$ cat config.mk
export PLATFORM = sky130hd
export DESIGN_NAME = win_watchdog
export DESIGN_NICKNAME = d
export VERILOG_FILES = /design/src/rtl/wdw_pkg.sv /design/src/rtl/wdw_cfg.sv /design/src/rtl/wdw_fsm.sv /design/src/rtl/wdw_status.sv /design/src/rtl/win_watchdog.sv
export SDC_FILE = /design/constraint.sdc
export NUM_CORES = 1
export LEC_CHECK = 0
export ABC_AREA = 1
export BUFFER_PORTS_ARGS = -buffer_cell sky130_fd_sc_hd__buf_2
export CAP_MARGIN = 5
export CORE_MARGIN = 4
export CORE_UTILIZATION = 45
export CTS_CLUSTER_DIAMETER = 150
export DETAILED_ROUTE_END_ITERATION = 8
export GPL_ROUTABILITY_DRIVEN = 0
export GPL_TIMING_DRIVEN = 0
export SLEW_MARGIN = 20
export SYNTH_ARGS = -nofsm -noshare
export SYNTH_HDL_FRONTEND = slang
export SYNTH_SLANG_ARGS = --single-unit
$ cat constraint.sdc
create_clock -name clk -period 5 [get_ports clk]
set_input_delay 0.5 -clock clk [delete_from_list [all_inputs] [get_ports clk]]
set_output_delay 0.5 -clock clk [all_outputs]
set_load 0.1 [all_outputs]
$ cat src/rtl/wdw_pkg.sv
package wdw_pkg;

    localparam int CODE_W = 3;
    localparam int STAT_W = 4;

    typedef enum logic [1:0] {
        ST_OFF,
        ST_CLOSED,
        ST_OPEN,
        ST_TRIP
    } wd_state_e;

    // Divider selected by the watchdog code: 1 for code zero, twice the code otherwise
    function automatic logic [3:0] div_of(input logic [CODE_W-1:0] code);
        return (code == '0) ? 4'd1 : {code, 1'b0};
    endfunction

endpackage

$ cat src/rtl/wdw_cfg.sv
module wdw_cfg
    import wdw_pkg::*;
(
    input  logic              clk,
    input  logic              rst_n,
    input  logic              win_mode,
    input  logic              wr_en,
    input  logic              wr_sel,
    input  logic [CODE_W-1:0] wr_data,
    output logic [CODE_W-1:0] wd_code,
    output logic [CODE_W-1:0] cs_code
);

    always_ff @(posedge clk or negedge rst_n) begin
        if (!rst_n) begin
            wd_code <= '0;
            cs_code <= '0;
        end else if (wr_en) begin
            if (wr_sel) begin
                cs_code <= wr_data;
            end else if (win_mode) begin
                wd_code <= wr_data;
            end
        end
    end

    AST_WD_CODE_HOLD: assert property (@(posedge clk) disable iff (!rst_n)
        (wr_en && (wr_sel || !win_mode)) |=> $stable(wd_code));
    AST_CS_CODE_HOLD: assert property (@(posedge clk) disable iff (!rst_n)
        (wr_en && !wr_sel) |=> $stable(cs_code));

endmodule

$ cat src/rtl/wdw_fsm.sv
module wdw_fsm
    import wdw_pkg::*;
#(
    parameter int BASE_TICKS = 256
) (
    input  logic              clk,
    input  logic              rst_n,
    input  logic              tick,
    input  logic              win_mode,
    input  logic              refresh,
    input  logic [CODE_W-1:0] wd_code,
    output logic              win_open,
    output logic              wd_off,
    output logic              wdg_rst,
    output logic              trip_evt,
    output logic              trip_early
);

    localparam int MAX_DIV = 14;
    localparam int CNT_W   = $clog2(BASE_TICKS * MAX_DIV + 1);

    wd_state_e        state_q, state_d;
    logic [CNT_W-1:0] cnt_q, cnt_d;
    logic [CNT_W-1:0] period_c, half_c, cnt_inc;

    always_comb begin
        period_c = CNT_W'(BASE_TICKS * int'(div_of(wd_code)));
        half_c   = period_c >> 1;
        cnt_inc  = cnt_q + CNT_W'(1);
    end

    // State register
    always_ff @(posedge clk or negedge rst_n) begin
        if (!rst_n) begin
            state_q <= ST_OFF;
            cnt_q   <= '0;
        end else begin
            state_q <= state_d;
            cnt_q   <= cnt_d;
        end
    end

    // Next state
    always_comb begin
        state_d    = state_q;
        cnt_d      = cnt_q;
        trip_evt   = 1'b0;
        trip_early = 1'b0;
        unique case (state_q)
            ST_OFF: begin
                cnt_d = '0;
                if (win_mode) begin
                    state_d = ST_CLOSED;
                end
            end
            ST_CLOSED: begin
                if (!win_mode) begin
                    state_d = ST_OFF;
                    cnt_d   = '0;
                end else if (refresh) begin
                    state_d    = ST_TRIP;
                    cnt_d      = '0;
                    trip_evt   = 1'b1;
                    trip_early = 1'b1;
                end else if (tick) begin
                    cnt_d = cnt_inc;
                    if (cnt_inc >= half_c) begin
                        state_d = ST_OPEN;
                    end
                end
            end
            ST_OPEN: begin
                if (!win_mode) begin
                    state_d = ST_OFF;
                    cnt_d   = '0;
                end else if (refresh) begin
                    state_d = ST_CLOSED;
                    cnt_d   = '0;
                end else if (tick) begin
                    if (cnt_inc >= period_c) begin
                        state_d  = ST_TRIP;
                        cnt_d    = '0;
                        trip_evt = 1'b1;
                    end else begin
                        cnt_d = cnt_inc;
                    end
                end
            end
            ST_TRIP: begin
                cnt_d   = '0;
                state_d = win_mode ? ST_CLOSED : ST_OFF;
            end
            default: begin
                state_d = ST_OFF;
                cnt_d   = '0;
            end
        endcase
    end

    // Outputs
    always_comb begin
        win_open = (state_q == ST_OPEN);
        wd_off   = (state_q == ST_OFF);
        wdg_rst  = (state_q == ST_TRIP);
    end

    AST_RST_ONE_CYCLE: assert property (@(posedge clk) disable iff (!rst_n)
        wdg_rst |=> !wdg_rst);
    AST_EARLY_TRIP: assert property (@(posedge clk) disable iff (!rst_n)
        (win_open == 1'b0 && state_q == ST_CLOSED && win_mode && refresh) |=> wdg_rst);
    AST_OFF_QUIET: assert property (@(posedge clk) disable iff (!rst_n)
        !win_mode |=> (wd_off && !wdg_rst && !win_open));
    AST_NO_TICK_HOLD: assert property (@(posedge clk) disable iff (!rst_n)
        (state_q == ST_CLOSED && win_mode && !tick && !refresh)
        |=> (state_q == ST_CLOSED && $stable(cnt_q)));

endmodule

$ cat src/rtl/wdw_status.sv
module wdw_status
    import wdw_pkg::*;
(
    input  logic              clk,
    input  logic              rst_n,
    input  logic              access,
    input  logic              trip_evt,
    input  logic              trip_early,
    input  logic              wd_off,
    input  logic              win_open,
    output logic [STAT_W-1:0] status,
    output logic              rsp_valid,
    output logic [STAT_W-1:0] rsp_data
);

    logic to_q, err_q;

    always_comb begin
        status = {to_q, err_q, wd_off, win_open};
    end

    // A reset request recorded in the same cycle as an access is kept
    always_ff @(posedge clk or negedge rst_n) begin
        if (!rst_n) begin
            to_q  <= 1'b0;
            err_q <= 1'b0;
        end else if (trip_evt) begin
            to_q  <= 1'b1;
            err_q <= trip_early;
        end else if (access) begin
            to_q  <= 1'b0;
            err_q <= 1'b0;
        end
    end

    always_ff @(posedge clk or negedge rst_n) begin
        if (!rst_n) begin
            rsp_valid <= 1'b0;
            rsp_data  <= '0;
        end else begin
            rsp_valid <= access;
            if (access) begin
                rsp_data <= status;
            end
        end
    end

    AST_FLAG_ON_TRIP: assert property (@(posedge clk) disable iff (!rst_n)
        trip_evt |=> to_q);
    AST_FLAG_CLEAR: assert property (@(posedge clk) disable iff (!rst_n)
        (access && !trip_evt) |=> (!to_q && !err_q));
    AST_FLAG_KEEP: assert property (@(posedge clk) disable iff (!rst_n)
        (!access && !trip_evt) |=> ($stable(to_q) && $stable(err_q)));
    AST_RSP_SINGLE: assert property (@(posedge clk) disable iff (!rst_n)
        (rsp_valid && !$past(access)) |-> 1'b0);

endmodule

$ cat src/rtl/win_watchdog.sv
module win_watchdog
    import wdw_pkg::*;
#(
    parameter int BASE_TICKS = 256
) (
    input  logic                 clk,
    input  logic                 rst_n,
    input  logic                 tick,
    input  logic                 win_mode,
    input  logic                 refresh,
    input  logic                 wr_en,
    input  logic                 wr_sel,
    input  logic [2:0]           wr_data,
    input  logic                 rd_en,
    output logic                 rsp_valid,
    output logic [3:0]           rsp_data,
    output logic [3:0]           status,
    output logic                 wdg_rst,
    output logic [2:0]           cs_code
);

    logic [CODE_W-1:0] wd_code;
    logic              win_open, wd_off, trip_evt, trip_early;
    logic              access;

    always_comb begin
        access = wr_en | rd_en;
    end

    wdw_cfg u_cfg (
        .clk      (clk),
        .rst_n    (rst_n),
        .win_mode (win_mode),
        .wr_en    (wr_en),
        .wr_sel   (wr_sel),
        .wr_data  (wr_data),
        .wd_code  (wd_code),
        .cs_code  (cs_code)
    );

    wdw_fsm #(
        .BASE_TICKS (BASE_TICKS)
    ) u_fsm (
        .clk        (clk),
        .rst_n      (rst_n),
        .tick       (tick),
        .win_mode   (win_mode),
        .refresh    (refresh),
        .wd_code    (wd_code),
        .win_open   (win_open),
        .wd_off     (wd_off),
        .wdg_rst    (wdg_rst),
        .trip_evt   (trip_evt),
        .trip_early (trip_early)
    );

    wdw_status u_status (
        .clk        (clk),
        .rst_n      (rst_n),
        .access     (access),
        .trip_evt   (trip_evt),
        .trip_early (trip_early),
        .wd_off     (wd_off),
        .win_open   (win_open),
        .status     (status),
        .rsp_valid  (rsp_valid),
        .rsp_data   (rsp_data)
    );

    AST_REQ_MARKS_CAUSE: assert property (@(posedge clk) disable iff (!rst_n)
        wdg_rst |-> status[3]);

endmodule

==> qor.yml <==
run_status:
  status: "completed"
detailed_routing:
  num_vias: 1484
  viasPerCell: 4.866
  wire_per_inst_um: 11.82
  drtAntennaViolNets: 0
  drc: 0
  routed_wirelength_mm: 3.605
  drtIter0Drc: 50
  dr.pass1.iters: 4
synthesis:
  synth_area_um2: 1742
  synth-seq-area-share: 0.3879
  yosys_warnings: 0
  ys_types: 26
  ys_ff_latch: 27
  netlist_instances: 230
  syn_nets: 254
  synth.avg_cell_area_um2: 7.572
timing:
  relSlewSlack: 0.5889
  worstMarginPinSlew_ps: 616.7
  fin_crit_sh: 0.5368
  hold_viol_final: 0
  period_needed_ps: 2684
  rsz0062_at_grt: "no"
  finalSetupTns_ps: 0
  setup_viol: 0
  drv_slew: 0
  max_freq_ghz: 0.3726
  fin_ws_ps: 2316
  finClkSkew_ps: 4.044
final_layout:
  drive_gt1_frac: 0.1595
  area_growth_pct: 12.64
  multi_input_area_um2: 904.6
  nNetsFinal: 282
  regArea_um2: 675.6
  n_antenna_cell: 0
  nFillCells: 385
  stdcell_area_um2: 1962
  utilization: 0.5319
floorplanning:
  io_pins: 24
  start_util: 0.4722
  dieArea_um2: 4929
  rows: 22
  core_area_um2: 3689
  die_w_um: 70.21
  die_h_um: 70.21
critical_path:
  endpoint_kind: "flop"
  crit_top_cell: "nand3_1"
  slowest_delay_ps: 460
  crit_arrival_ps: 2860
  worstPathRequired_ps: 5170
  cp_slowest_cell: "dfrtp_1"
  critPathKind: "flop to flop"
  path_max_fanout: 10
  crit_chain: "ha_1, nand3_2, nor2_4, nand3_1, xor2_1, ha_1, nand3_1, nor2_1, nand2_1, nor2_1, nand3_1, nand2_1, nand2_2, nand2_2, o21bai_4, buf_6, nand3_1, nand2_1"
  cp-start-kind: "flop"
placed_design:
  dpl_cell_area_um2: 1917
  pre_cts_ws_ps: 2322
  dp_hpwl_mm: 2.744
  port_buffers: 23
clock_network:
  cts_tree: "yes"
  clk_latency_ps: 280
  clock_sinks: 27
  cts-buffers-inserted: 3
  cts_resized: 0
  htreeDepth: 1
  clkTransAtPathRegs_ps: 90
  clock_path_buffers: 2
  post_cts_buffers: 0
  cts-root-buf: "clkbuf_8"
  cts_hold_buf: 0
power_and_ir_drop:
  p_leak_nw: 1.035
  peakVddDrop_mv: 0.1934
  p_per_area_nw_per_um2: 437.9
  power.total_mw: 0.8592
global_routing:
  grt_pass1_wl_mm: 6.354
  grt_overflow: 0
  first_global_vias: 1359
  grt_antenna_before_repair: 0
  track_usage: 0.1563
  grt_max_degree: 28
run:
  drv_cap: 0
worst_hold_path:
  hold_path_class: "primary input to asynchronous set/reset pin"
metal layers:
layer / global-route usage / wire [um] / vias up
met2: 0.2445 / 1567 / 28
met5: 0 / 0 / -
li1: - / - / 788
met4: 0.03830 / 38 / 0
met3: 0.02878 / 135 / 4
met1: 0.2223 / 1863 / 664
report_power, final:
part	internal [mW]	switching, mW	total [mW]
Sequential	0.249	0.0256	0.275
Clock	0.0572	0.0704	0.128
Combinational	0.117	0.340	0.457
final timing paths:
check	startpoint	end	slack, ps	cells past startpoint
min in group clk	wr_data[1]	u_cfg.wd_code[1]$_DFFE_PN0P_	480	3
worst max-delay path	u_fsm.cnt_q[0]$_DFFE_PN0P_	u_fsm.cnt_q[10]$_DFFE_PN0P_	2320	18
worst min register to register	u_cfg.cs_code[0]$_DFFE_PN0P_	u_cfg.cs_code[0]$_DFFE_PN0P_	490	2
worst max register to register	u_fsm.cnt_q[0]$_DFFE_PN0P_	u_fsm.cnt_q[10]$_DFFE_PN0P_	2320	18
max in group asynchronous	rst_n	u_fsm.cnt_q[11]$_DFFE_PN0P_	4370	1
worst min-delay path	rst_n	u_status.rsp_data[0]$_DFFE_PN0P_	230	1
area by class of cell:
type,instances,share of cell area
Buffer,7,0.02679
Clock buffer,4,0.02296
Inverter,29,0.05548
Multi-Input combinational cell,167,0.4611
Sequential cell,27,0.3444
Tap cell,48,0.03061
Timing Repair Buffer,23,0.05867
synthesized netlist by cell type:
| master | instances | share of area |
|---|---|---|
| a21oi_1 | 4 | 0.011 |
| nor2_4 | 1 | 0.0065 |
| clkbuf_1 | 1 | 0.0022 |
| o21bai_1 | 2 | 0.0086 |
| buf_6 | 1 | 0.0065 |
| o21bai_4 | 1 | 0.011 |
| o21ai_1 | 1 | 0.0029 |
| nand4_1 | 9 | 0.032 |
| o21ai_0 | 13 | 0.037 |
| nand3_2 | 2 | 0.011 |
| nor3_1 | 3 | 0.0086 |
| nand2_1 | 73 | 0.16 |
| o211ai_1 | 1 | 0.0043 |
| clkinv_1 | 1 | 0.0022 |
| buf_4 | 5 | 0.022 |
| nand3b_1 | 1 | 0.0043 |
| dfrtp_1 | 27 | 0.39 |
| nor2_1 | 14 | 0.030 |
| xnor2_1 | 3 | 0.015 |
| nand2_2 | 3 | 0.011 |
| nor2_2 | 1 | 0.0036 |
| inv_1 | 28 | 0.060 |
| nand3_1 | 19 | 0.055 |
| nor3_2 | 1 | 0.0057 |
| ha_1 | 13 | 0.093 |
| xor2_1 | 2 | 0.010 |
cell families (layout without fill, tap and decap cells):
kind of cell | count (synthesis) | in the layout | synth area share
XOR/XNOR | 5 | 5 | 0.02515
buffers and inverters | 36 | 63 | 0.09267
AND/OR/NAND/NOR | 127 | 127 | 0.3254
flip-flops | 27 | 27 | 0.3879
AO/OA/AOI/OAI | 22 | 22 | 0.07543
adder cells (fa/ha/maj) | 13 | 13 | 0.09339
through the flow:
step	std cells	hold slack, ps
floorplan	230	204.4
global placement	301	459.6
detailed placement	301	471.6
CTS	305	245.3
global route	305	269.3
finish	305	227.6
cell usage in the layout (no fill, tap or decap), drive strengths merged, types with 5 or more instances in the layout:
master / n
buf: 29
clkbuf: 5
dfrtp: 27
ha: 13
inv: 28
nand2: 76
nand3: 21
nand4: 9
nor2: 16
o21ai: 14
state kept, by name, summed over array words and instances (netlist names):
signal,flops
u_cfg.cs_code,3
u_cfg.wd_code,3
u_fsm.state_q,2
u_status.err_q,1
u_status.rsp_data,4
u_status.rsp_valid,1
u_status.to_q,1
u_fsm.cnt_q,12
worst max-delay path: cells and delay by family, from the launching register on:
| family | cells | cell delay [ps] |
|---|---|---|
| AOI/OAI and AO/OA | 1 | 70 |
| xor gates and xnor gates | 1 | 170 |
| adders and majority gates | 2 | 560 |
| buffers and inverters | 1 | 140 |
| DFF | 1 | 460 |
| and+or+nand+nor | 13 | 1180 |
Note: power is estimated with default switching activity, not from simulation.
